$ cat src/rtl/sxu_pkg.sv
package sxu_pkg;
    typedef enum logic [1:0] {
        ST_IDLE      = 2'd0,
        ST_WRITE     = 2'd1,
        ST_TRAP_ADDR = 2'd2,
        ST_TRAP_RI   = 2'd3
    } sxu_state_e;

    localparam logic [1:0] PRIV_KERNEL = 2'd0;
    localparam int WORD_SCALE  = 2;
    localparam int DWORD_SCALE = 3;
endpackage

$ cat src/rtl/sxu_offset.sv
module sxu_offset #(
    parameter int XLEN     = 64,
    parameter int IMM_W    = 8,
    parameter int NARROW_W = 5
) (
    input  logic             dword,
    input  logic             base_sp,
    input  logic             src_ra,
    input  logic [IMM_W-1:0] imm,
    output logic [XLEN-1:0]  offset
);
    import sxu_pkg::*;

    logic             wide;
    logic [IMM_W-1:0] field;
    logic [XLEN-1:0]  field_ext;

    // Full field for every stack-pointer word, and for doubleword of return address.
    assign wide      = base_sp & (~dword | src_ra);
    assign field     = wide ? imm : {{(IMM_W-NARROW_W){1'b0}}, imm[NARROW_W-1:0]};
    assign field_ext = {{(XLEN-IMM_W){1'b0}}, field};
    assign offset    = dword ? (field_ext << DWORD_SCALE) : (field_ext << WORD_SCALE);
endmodule

$ cat src/rtl/sxu_agen.sv
module sxu_agen #(
    parameter int XLEN = 64
) (
    input  logic [XLEN-1:0] base,
    input  logic [XLEN-1:0] offset,
    input  logic            mode64,
    output logic [XLEN-1:0] addr
);
    localparam int HALF_W = 32;

    logic [XLEN-1:0] sum;

    assign sum  = base + offset;
    assign addr = mode64 ? sum : {{(XLEN-HALF_W){sum[HALF_W-1]}}, sum[HALF_W-1:0]};
endmodule

$ cat src/rtl/sxu_check.sv
module sxu_check (
    input  logic       dword,
    input  logic       mode64,
    input  logic [1:0] priv,
    input  logic [2:0] addr_low,
    output logic       trap_ri,
    output logic       trap_addr
);
    import sxu_pkg::*;

    logic misaligned;

    assign trap_ri    = dword & ~mode64 & (priv != PRIV_KERNEL);
    assign misaligned = dword ? (|addr_low) : (|addr_low[1:0]);
    assign trap_addr  = ~trap_ri & misaligned;
endmodule

$ cat src/rtl/sxu_lanes.sv
module sxu_lanes #(
    parameter int XLEN = 64
) (
    input  logic              dword,
    input  logic              addr_hi_word,
    input  logic [XLEN-1:0]   src,
    output logic [XLEN-1:0]   data,
    output logic [XLEN/8-1:0] be
);
    localparam int BYTES  = XLEN / 8;
    localparam int HALF_W = XLEN / 2;

    assign data = dword ? src : {src[HALF_W-1:0], src[HALF_W-1:0]};

    for (genvar i = 0; i < BYTES; i++) begin : g_lane
        // Big-endian: lower addresses land on the upper lanes.
        if (i < BYTES / 2) begin : g_low
            assign be[i] = dword | addr_hi_word;
        end else begin : g_high
            assign be[i] = dword | ~addr_hi_word;
        end
    end
endmodule

$ cat src/rtl/store_agen_unit.sv
module store_agen_unit #(
    parameter int XLEN     = 64,
    parameter int IMM_W    = 8,
    parameter int NARROW_W = 5
) (
    input  logic              clk,
    input  logic              rst,
    input  logic              in_valid,
    input  logic              in_dword,
    input  logic              in_base_sp,
    input  logic              in_src_ra,
    input  logic [IMM_W-1:0]  in_imm,
    input  logic [XLEN-1:0]   in_base,
    input  logic [XLEN-1:0]   in_src,
    input  logic              in_mode64,
    input  logic [1:0]        in_priv,
    output logic              out_wr,
    output logic [XLEN-1:0]   out_addr,
    output logic [XLEN-1:0]   out_data,
    output logic [XLEN/8-1:0] out_be,
    output logic              out_exc_addr,
    output logic              out_exc_ri
);
    import sxu_pkg::*;

    localparam int BYTES = XLEN / 8;

    logic [XLEN-1:0]  offset;
    logic [XLEN-1:0]  addr_d;
    logic [XLEN-1:0]  data_d;
    logic [BYTES-1:0] be_d;
    logic             trap_ri;
    logic             trap_addr;

    sxu_state_e       state_q;
    sxu_state_e       state_d;
    logic [XLEN-1:0]  addr_q;
    logic [XLEN-1:0]  data_q;
    logic [BYTES-1:0] be_q;

    sxu_offset #(.XLEN(XLEN), .IMM_W(IMM_W), .NARROW_W(NARROW_W)) u_offset (
        .dword   (in_dword),
        .base_sp (in_base_sp),
        .src_ra  (in_src_ra),
        .imm     (in_imm),
        .offset  (offset)
    );

    sxu_agen #(.XLEN(XLEN)) u_agen (
        .base    (in_base),
        .offset  (offset),
        .mode64  (in_mode64),
        .addr    (addr_d)
    );

    sxu_check u_check (
        .dword     (in_dword),
        .mode64    (in_mode64),
        .priv      (in_priv),
        .addr_low  (addr_d[2:0]),
        .trap_ri   (trap_ri),
        .trap_addr (trap_addr)
    );

    sxu_lanes #(.XLEN(XLEN)) u_lanes (
        .dword        (in_dword),
        .addr_hi_word (addr_d[2]),
        .src          (in_src),
        .data         (data_d),
        .be           (be_d)
    );

    // Next-state choice: trap priority is encoded by order.
    always_comb begin
        if (!in_valid) begin
            state_d = ST_IDLE;
        end else if (trap_ri) begin
            state_d = ST_TRAP_RI;
        end else if (trap_addr) begin
            state_d = ST_TRAP_ADDR;
        end else begin
            state_d = ST_WRITE;
        end
    end

    // State register.
    always_ff @(posedge clk) begin
        if (rst) begin
            state_q <= ST_IDLE;
        end else begin
            state_q <= state_d;
        end
    end

    // Datapath capture.
    always_ff @(posedge clk) begin
        if (rst) begin
            addr_q <= '0;
            data_q <= '0;
            be_q   <= '0;
        end else if (in_valid) begin
            addr_q <= addr_d;
            data_q <= data_d;
            be_q   <= be_d;
        end
    end

    // Outputs from state.
    always_comb begin
        out_wr       = 1'b0;
        out_exc_addr = 1'b0;
        out_exc_ri   = 1'b0;
        out_be       = '0;
        out_addr     = addr_q;
        out_data     = data_q;
        unique case (state_q)
            ST_IDLE: begin
            end
            ST_WRITE: begin
                out_wr = 1'b1;
                out_be = be_q;
            end
            ST_TRAP_ADDR: begin
                out_exc_addr = 1'b1;
            end
            ST_TRAP_RI: begin
                out_exc_ri = 1'b1;
            end
            default: begin
            end
        endcase
    end
endmodule

$ cat config.mk
export PLATFORM = sky130hd
export DESIGN_NAME = store_agen_unit
export DESIGN_NICKNAME = d
export VERILOG_FILES = /design/src/rtl/sxu_pkg.sv /design/src/rtl/sxu_offset.sv /design/src/rtl/sxu_agen.sv /design/src/rtl/sxu_check.sv /design/src/rtl/sxu_lanes.sv /design/src/rtl/store_agen_unit.sv
export SDC_FILE = /design/constraint.sdc
export NUM_CORES = 1
export LEC_CHECK = 0
export BUFFER_PORTS_ARGS = -buffer_cell sky130_fd_sc_hd__buf_2
export CORE_MARGIN = 4
export CORE_UTILIZATION = 35
export CTS_CLUSTER_DIAMETER = 150
export DETAILED_ROUTE_END_ITERATION = 8
export HOLD_SLACK_MARGIN = 0.15
export SKIP_CTS_REPAIR_TIMING = 1
export SYNTH_ARGS = -nofsm -noshare
export SYNTH_HDL_FRONTEND = slang
export SYNTH_HIERARCHICAL = 1
export SYNTH_SLANG_ARGS = --single-unit
$ cat constraint.sdc
create_clock -name clk -period 5.5 [get_ports clk]
set_clock_uncertainty 0.2 [all_clocks]
set_input_delay 1.1 -clock clk [delete_from_list [all_inputs] [get_ports clk]]
set_output_delay 1.1 -clock clk [all_outputs]
set_load 0.05 [all_outputs]
==> metrics, run 1 <==
DR WL/cell=15.7 µm; crit start category=primary input; core area=29,800 µm²; Sw Ratio=38.6%; final setup violation count=0; Sequential Power Share=32.7%; LEAKAGE=6.30 nW; Max Freq=0.214 GHz; Final Hold Fails=0; maximum VDD drop=212 µV; layout cells sized above 1=26.4%; RePlAce Congestion=0.852; I/O pins=284; setup ws final=0.828 ns; Avg Cell Area, Syn=8.70 µm²; Async S/R FF share, synth=0%; CTS Root Cell=clkbuf_16; DP HPWL=22,100 µm; crit-path max FO=9; final period utilization=84.9%; status=complete, no violations; later-pin clock latency in the skew report=0.44 ns; design area=12,100 µm²; Die Y=182 µm; max_slew headroom=43.8%; CTS Buf Count=17; Power Internal=2.13 mW; PD cells=287 nW/µm²; hold_ws=0.284 ns; Area Overhead vs Synth=13.4%; Final min period=4.67 ns; largest net degree at the start of global routing=73; Fillers=3,091; Synth area leaders=dfxtp_1 26%, mux2i_1 13%, ha_1 7.4%; Worst Hold Class=flop to flop; Post-synth EDFFs=0; reg-to-reg startpoint=out_data[61]; flop-to-flop setup slack=4.65 ns; Synth Flop Type=dfxtp_1; Crit Path Category=primary input to flop; WL final=28,700 µm; antenna violations before repair=1; register area share after synthesis=26.0%; first-pass GRT wire length=45,500 µm; setup TNS=0 ns; Final Max Slew Viols=0; post-synth top area share=26.0%; Netlist cell types=72; utilization after layout=40.5%; initial core utilization=35.7%; number of port buffers=283; DRT antenna net count=0; # DRC=0; Placed Cells=1,790; htree depth=4; full die area=33,200 µm²; worst reg2reg endpoint=out_data[61]; clock share of power=31.1%; placed inst area=11,500 µm²; DRT iter0 DRCs=531; Synth Register Bits=138; CTS tree=yes; vias in the first global route=8,702; Crit path arrival time=4.78 ns; Overflow after GRT=0; Syn Inst Count=1,222; Worst setup EP type=flop; Post-Syn Area=10,600 µm²; path depth of the worst reg2reg path=2; WP data required=5.61 ns; CTS Buffer Depth=2; Worst Setup SP=in_dword; Syn. warnings=6; die width=182 µm; Gate power share=36.2%; cell row count=63; MaxCap Viol Count=0; Worst-Margin Slew=0.844 ns; Final #Nets=1,628; Setup WS pre-CTS=0.445 ns; clock slew at reported path FFs=0.07 ns; Synth area leader=dfxtp_1; Global Route Usage Sum=16.8%; Detailed Routing Iterations Pass 1=5; via count=8,986; vias per cell=4.93; Num Clock Sinks=138; Sw Pwr=1.33 mW; unrepaired setup endpoints after global routing=false; Tot Pwr=3.46 mW; CP endpoint=out_addr[60]; Layout Cells excl Fill=1,823
## registers in the layout, indices dropped and copies added (netlist names)
signal / flops
out_addr: 64
out_data: 64
be_q: 8
state_q: 2
## routing by layer
| metal | GRT usage (%) | wire length, µm |
|---|---|---|
| met1 | 22.7 | 13600 |
| met2 | 26.5 | 12900 |
| met3 | 4.11 | 1510 |
| met4 | 5.13 | 594 |
| met5 | 0 | 0 |
## power by group through the flow
stage | Combinational, mW | Clock (mW) | Sequential [mW]
2_1_floorplan | 0.740 | 0 | 1.44
3_3_place_gp | 1.22 | 0 | 1.15
3_5_place_dp | 1.22 | 0 | 1.15
4_1_cts | 1.23 | 1.12 | 1.13
5_1_grt | 1.36 | 1.16 | 1.14
6_report | 1.25 | 1.08 | 1.13
## area by class of cell
cell class / count / area, µm² / share of cell area [%]
Tap cell: 390 / 488 / 4.05
Sequential cell: 138 / 2760 / 22.9
Clock buffer: 20 / 447 / 3.70
Timing Repair Buffer: 293 / 1500 / 12.4
Clock inverter: 12 / 91.3 / 0.757
Inverter: 18 / 67.6 / 0.560
Antenna cell: 1 / 2.50 / 0.0207
Multi-Input combinational cell: 951 / 6700 / 55.6
## worst max-delay path, cell delays in order
cell and delay, ns:
buf_2 0.16, and2_4 0.16, a32o_1 0.25, ha_1 0.40, nand2_1 0.08, o21ai_0 0.25
a21oi_1 0.15, nor4_1 0.50, o21ai_0 0.24, a21oi_1 0.50, a21oi_1 0.24, o31ai_1 0.29
xnor2_1 0.10, a21o_1 0.18, mux2i_1 0.12, nor2_1 0.06
## worst min-delay path by stage
stage                       from            to  slack [ns]  cells past startpoint
CTS                 out_data[57]  out_data[57]        0.29                      2
detailed placement  out_data[57]  out_data[57]        0.28                      2
global placement    out_addr[11]  out_addr[11]        0.27                      2
finish                   be_q[7]       be_q[7]        0.28                      2
global route             be_q[4]       be_q[4]        0.30                      2
floorplan                be_q[0]       be_q[0]        0.25                      2
## kinds of logic after synthesis
group	count (synthesis)	synth area share (%)
AND/OR/NAND/NOR	333	14.4
AO/OA/AOI/OAI	267	16.5
buffers and inverters	187	12.9
multiplexers	176	18.0
flip-flops	138	26.0
adder cells (fa/ha/maj)	64	7.60
XOR/XNOR	56	4.61
other	1	0.0353
## synth_stat cells, drive strengths merged (2+ instances only)
cell	count
nor2b	11
and3	4
o21ai	45
nand3b	3
a31oi	8
nand2	53
a221o	2
mux2	38
xor2	22
o21a	3
clkbuf	46
o41ai	2
a21o	67
nand4b	2
a21boi	4
nand3	11
and2	14
o21bai	16
or3	7
a211oi	5
nand4	26
nor2	179
o211ai	6
buf	123
a211o	5
a21oi	80
ha	63
o31ai	5
o2111ai	2
mux2i	138
a32o	2
nor3	9
nand2b	5
a31o	3
inv	18
xnor2	34
dfxtp	138
a221oi	2
nor4	2
## cells in the final DEF, fill, tap and decap left out, drive strengths merged, types with 3 or more instances in the layout
| cell | instances |
|---|---|
| and2 | 14 |
| ha | 63 |
| nand3b | 3 |
| conb | 55 |
| nand2 | 53 |
| a21oi | 80 |
| nor2 | 179 |
| mux2i | 138 |
| and3 | 4 |
| a21boi | 4 |
| o21a | 3 |
| xnor2 | 34 |
| nor3 | 9 |
| a211o | 5 |
| or3 | 7 |
| o31ai | 5 |
| mux2 | 38 |
| inv | 22 |
| a21o | 67 |
| a31oi | 8 |
| dfxtp | 138 |
| nand2b | 5 |
| o21bai | 16 |
| o21ai | 45 |
| clkinv | 6 |
| nand4 | 26 |
| a31o | 3 |
| o211ai | 6 |
| nor2b | 11 |
| xor2 | 22 |
| nand3 | 11 |
| a211oi | 5 |
| buf | 293 |
| clkbuf | 20 |
Note: power is estimated with default switching activity, not from simulation.
==> inputs of run 2 (changes only) <==
- ABC_AREA: unset -> 1
- clock period: 5.5 -> 4.75 ns (I/O delays scaled with it)
==> run 2 against run 1 <==
Effect of this change:
- worst setup slack gained 0.42 ns
- count of clock-buffer cells in the layout shrank 3
- largest power group unchanged
- critical path depth rose by 3
- synthesized cell count up 100%
- sequential share of layout area shrank 4.5 points
- via count increased by 52%
==> metrics, run 2 <==
status=complete, no violations; MaxCap Viol Count=0 (unchanged); Antenna Cells=0 (-1); Final Hold Fails=0 (unchanged); Global Route Usage Sum=20.3% (+3.5 points); flop-to-flop setup slack=3.92 ns (-0.73 ns); Syn Inst Count=2,449 (+100%); htree depth=4 (unchanged); Worst path slowest cell=buf_4; Synth Register Bits=138 (unchanged); Worst setup EP type=flop; most used cell, CP=nand2_1; LEAKAGE=9.64 nW (+53%); multi-input combinational cell area=7660 µm² (+14%); post-synth top area share=27.5% (+1.5 points); count of buffer and inverter cells on the critical path=4 (+3); final setup violation count=0 (unchanged); crit-path max FO=37 (+28); Post-Syn Area=13,300 µm² (+25%); CP Cell Sequence=buf_2 -> buf_4 -> nor2_1 -> ha_1 -> inv_1 -> nand3_2 -> nand2_1 -> nand2_2 -> nand2_1 -> nand2_2 -> nand2_2 -> nand2_4 -> xor2_4 -> nand2_4 -> o21ai_0 -> inv_1 -> nand2_1 -> nand2_1 -> nor2_1; number of port buffers=283 (unchanged); first-pass GRT wire length=66,900 µm (+47%); Setup WS pre-CTS=0.768 ns (+0.323 ns); CTS Buf Count=17 (unchanged); DP HPWL=35,700 µm (+61%); Detailed Routing Iterations Pass 1=5 (unchanged); Max Freq=0.286 GHz; full die area=41,200 µm² (+24%); Post-synth EDFFs=0 (unchanged); antenna violations before repair=0 (-1); final period utilization=73.7%; Final min period=3.50 ns; Num Clock Sinks=138 (unchanged); Overflow after GRT=0 (unchanged); # DRC=0 (unchanged); Avg Cell Area, Syn=5.43 µm² (-38%); cell row count=71 (+13%); Tot Pwr=4.42 mW (+28%); initial core utilization=35.4% (-0.29 points); register area share after synthesis=20.8% (-5.2 points); layout cells sized above 1=14.8% (-12 points); Worst-Margin Slew=0.889 ns (+0.0457 ns); Crit path arrival time=3.61 ns (-1.17 ns); max_slew headroom=40.7% (-3.0 points); Fillers=4,307 (+39%); maximum VDD drop=171 µV (-19%); I/O pins=284 (unchanged); vias in the first global route=12,749 (+47%); Final Max Slew Viols=0 (unchanged); via count=13,683 (+52%); DRT antenna net count=0 (unchanged); most frequent cells in the layout=973 x nand2_1, 470 x inv_1, 389 x nor2_1; WL final=42,800 µm (+49%); Synth Flop Type=dfxtp_1; setup TNS=0 ns (unchanged); worst reg2reg endpoint=out_addr[18]; PD cells=295 nW/µm² (+2.7%); Area Overhead vs Synth=12.8%; DR WL/cell=13.4 µm (-15%); Crit Path Category=primary input to flop; largest net degree at the start of global routing=135 (+85%); DRT iter0 DRCs=693 (+31%); CTS tree=yes; utilization after layout=39.9% (-0.55 points); family with the most delay on the worst path=simple AND/OR/NAND/NOR gates; WP data required=4.86 ns (-0.75 ns); top cells by instance count after synthesis=973 x nand2_1, 471 x inv_1, 389 x nor2_1; later-pin clock latency in the skew report=0.41 ns (-0.03 ns); Worst Setup SP=in_dword; RePlAce Congestion=0.932 (+9.5%); die width=203 µm (+11%); path depth of the worst reg2reg path=2 (unchanged); Synth area leaders=nand2_1 27%, dfxtp_1 21%, inv_1 13%; Worst Hold Class=flop to flop; Final #Nets=2,867 (+76%); reg-to-reg startpoint=out_addr[18]; Netlist cell types=40 (-44%); core area=37,600 µm² (+26%); Synth area leader=nand2_1; Syn. warnings=6 (unchanged); vias per cell=4.30 (-13%); crit-path max cell delay=0.46 ns (-0.04 ns); CP endpoint=out_addr[32]; crit start category=primary input; CTS Root Cell=clkbuf_16; clock slew at reported path FFs=0.07 ns (about the same); CTS Buffer Depth=2 (unchanged); register area=2760 µm² (unchanged); Die Y=203 µm (+11%); unrepaired setup endpoints after global routing=false; Crit path depth=19 (+3); Async S/R FF share, synth=0% (unchanged); count leader, synth=nand2_1; setup ws final=1.25 ns (+0.421 ns); commonest non-fill, non-tap cell in the layout=nand2_1
run 2: cell families (layout without fill, tap and decap cells):
group           Yosys count  count (layout)  share of synthesized area (%)
compound gates           61              61                           2.54
xor+xnor                 31              31                           2.18
fa+ha+maj                64              64                           6.08
buf+inv                 637             805                           23.2
flops                   138             138                           20.8
other cells               1              55                         0.0282
simple gates           1517            1517                           45.2
run 2: worst reg2reg max path, cell delays in order, from the launching register on:
cell     delay [ns]
dfxtp_1        0.39
nor2_1         0.06
nor2_1         0.12
run 2: report_power, final:
| part | internal, mW | switching, mW | total (mW) | leakage [nW] |
|---|---|---|---|---|
| logic | 0.482 | 1.20 | 1.68 | 8.19 |
| clock network | 0.849 | 0.581 | 1.43 | 0.303 |
| registers | 1.26 | 0.0523 | 1.31 | 1.15 |
| total | 2.59 | 1.83 | 4.42 | 9.64 |
run 2: how the worst min path moves through the flow:
stage	start	endpoint	depth (start not counted)
final	out_data[30]	out_data[30]	2
after global routing	out_data[20]	out_data[20]	2
after CTS	out_data[30]	out_data[30]	2
after detailed placement	out_data[30]	out_data[30]	2
after global placement	out_data[19]	out_data[19]	2
after floorplan	be_q[0]	be_q[0]	2
run 2: final cells by class:
cell class                      instances  share of cell area, %
Clock buffer                           17                   2.84
Tap cell                              511                   4.26
Multi-Input combinational cell       1728                   51.0
Inverter                              484                   12.2
Clock inverter                         15                   1.35
Timing Repair Buffer                  289                   9.88
Sequential cell                       138                   18.4
run 2: through the flow:
stage          instances  instance area (µm²)  hold slack (ns)
2_1_floorplan       2503                13500            0.249
3_3_place_gp        3150                14400            0.254
3_5_place_dp        3150                14400            0.260
4_1_cts             3182                15000            0.269
5_1_grt             3182                15000            0.289
6_report            3182                15000            0.267
run 2: routing by layer:
layer	part of all wire (%)	wire length, µm	global-route usage [%]	vias to the layer above
met5	0	0	0	-
met4	3.0	1290	6.16	0
met3	5.0	2130	2.41	46
met1	45	19100	25.4	5929
li1	-	-	-	7378
met2	47	20300	36.4	330
==> inputs of run 3 (changes only) <==
- clock period: 4.75 -> 3.6 ns (I/O delays scaled with it)
==> run 3 against run 2 <==
Effect of this change:
- worst hold slack hardly changed
- via count increased by 0.97%
- clock power is 31% higher
- largest cell class unchanged
- register-to-register slack got worse by 1.1 ns
- power increased by 32%
- flip-flop and latch count is the same
- critical path type unchanged
- die area unchanged
- critical path depth grew 2
- non-clock buffer count rose by 8
==> metrics, run 3 (synthesis gave the netlist of run 2 again) <==
status=complete, no violations; CTS Buf Count=17 (unchanged); WL met3=2220 µm (+3.9%); WP data required=3.72 ns (-1.14 ns); hold_ws=0.266 ns (-0.000324 ns); layout cells sized above 1=15.0% (+0.18 points); commonest non-fill, non-tap cell in the layout=nand2_1; largest net degree at the start of global routing=82 (-39%); Overflow after GRT=0 (unchanged); WL met1=19,300 µm (+0.97%); Placed Cells=3,158 (+0.25%); LEAKAGE=9.69 nW (+0.58%); Worst setup EP type=flop; Area Overhead vs Synth=13.6%; CTS tree=yes; unrepaired setup endpoints after global routing=false; crit start category=primary input; final setup violation count=0 (unchanged); Worst Hold Class=flop to flop; Worst-Margin Slew=0.610 ns (-0.280 ns); Power Internal=3.49 mW (+35%); clock slew at reported path FFs=0.06 ns (about the same); crit-path max FO=10 (-73%); CTS Buffer Depth=2 (unchanged); Gate power share=38.5% (+0.5 points); PD cells=387 nW/µm² (+31%); Final Hold Fails=0 (unchanged); later-pin clock latency in the skew report=0.42 ns (about the same); Num Clock Sinks=138 (unchanged); most frequent cells in the layout=973 x nand2_1, 470 x inv_1, 389 x nor2_1; Sw Pwr=2.37 mW (+29%); clock share of power=31.9% (-0.5 points); Die Y=203 µm (unchanged); setup TNS=0 ns (unchanged); DR WL/cell=13.6 µm (+1.1%); I/O pins=284 (unchanged); number of port buffers=283 (unchanged); vias in the first global route=12,835 (+0.67%); Final min period=3.16 ns; Worst Setup SP=in_dword; DRT iter0 DRCs=746 (+7.6%); Final Max Slew Viols=0 (unchanged); cell row count=71 (unchanged); die width=203 µm (unchanged); htree depth=4 (unchanged); DRT antenna net count=0 (unchanged); RePlAce Congestion=0.971 (+4.1%); Layout Cells excl Fill=3,191 (+0.28%); uppermost layer routed=met4; setup ws final=0.441 ns (-0.808 ns); Setup WS pre-CTS=0.0508 ns (-0.718 ns); worst hold start=out_addr[0]; max_slew headroom=59.2% (+19 points); Final #Nets=2,875 (+0.28%); first-pass GRT wire length=67,800 µm (+1.3%); Crit path arrival time=3.28 ns (-0.33 ns); CTS Root Cell=clkbuf_16; Max Freq=0.317 GHz; final period utilization=87.8%; maximum VDD drop=230 µV (+34%); Sequential Power Share=29.6% (about the same); reg-to-reg startpoint=out_addr[27]; WL met2=20,500 µm (+1.0%); full die area=41,200 µm² (unchanged); vias per cell=4.33 (+0.69%); MaxCap Viol Count=0 (unchanged); Sw Ratio=40.5% (-0.97 points); Global Route Usage Sum=20.6% (+0.29 points); antenna violations before repair=1 (+1); Crit Path Category=primary input to flop; # DRC=0 (unchanged); core area=37,600 µm² (unchanged); DP HPWL=36,500 µm (+2.2%); WL final=43,400 µm (+1.4%); Detailed Routing Iterations Pass 1=7 (+2); initial core utilization=35.4% (unchanged); via count=13,816 (+0.97%)
run 3: per-stage QoR:
| stage | power (mW) | instance area, µm² | util (%) |
|---|---|---|---|
| final | 5.85 | 15100 | 40.2 |
| after global routing | 6.24 | 15100 | 40.2 |
| after CTS | 5.84 | 15100 | 40.2 |
| after detailed placement | 3.94 | 14500 | 38.5 |
| after global placement | 3.93 | 14500 | 38.5 |
| after floorplan | 3.49 | 13500 | - |
run 3: path summary, 6_finish.rpt:
check	end	slack (ns)	cells past startpoint
max reg2reg	out_addr[27]	2.78	2
min	out_addr[0]	0.27	2
min reg2reg	out_addr[0]	0.27	2
max	out_addr[62]	0.44	21
run 3: power groups by stage:
stage | registers [mW] | logic [mW] | clock network [mW]
CTS | 1.73 | 2.19 | 1.92
global placement | 1.76 | 2.18 | 0
floorplan | 2.18 | 1.31 | 0
global route | 1.75 | 2.51 | 1.99
detailed placement | 1.76 | 2.18 | 0
finish | 1.73 | 2.25 | 1.87
run 3: layout make-up:
class                   count  area (µm²)
well taps                 511         639
clock buffers              19         433
fillers                  4360       22500
flip-flops and latches    138        2760
diodes                      1        2.50
clock inverters            13         191
inverters                 484        1830
repair buffers            297        1590
multi-input cells        1728        7660
run 3: per-layer routing:
layer | vias up | global-route usage [%]
li1 | 7388 | -
met1 | 6033 | 25.7
met2 | 339 | 36.2
met3 | 56 | 3.27
met4 | 0 | 6.55
met5 | - | 0
run 3: worst max-delay path: stages:
cell and delay (ns):
buf_2 0.23, inv_8 0.06, nand3_1 0.07, nand2_1 0.07
ha_1 0.36, nand2_1 0.11, nor2_1 0.24, nand2_1 0.13
o21bai_1 0.19, nand2_1 0.14, nand2_1 0.07, nand2_1 0.27
nand2_1 0.14, nand2_1 0.08, nand2_1 0.05, nand3_1 0.09
nand2_2 0.05, inv_1 0.05, nand2_1 0.04, nand2_1 0.08
nor2_1 0.04
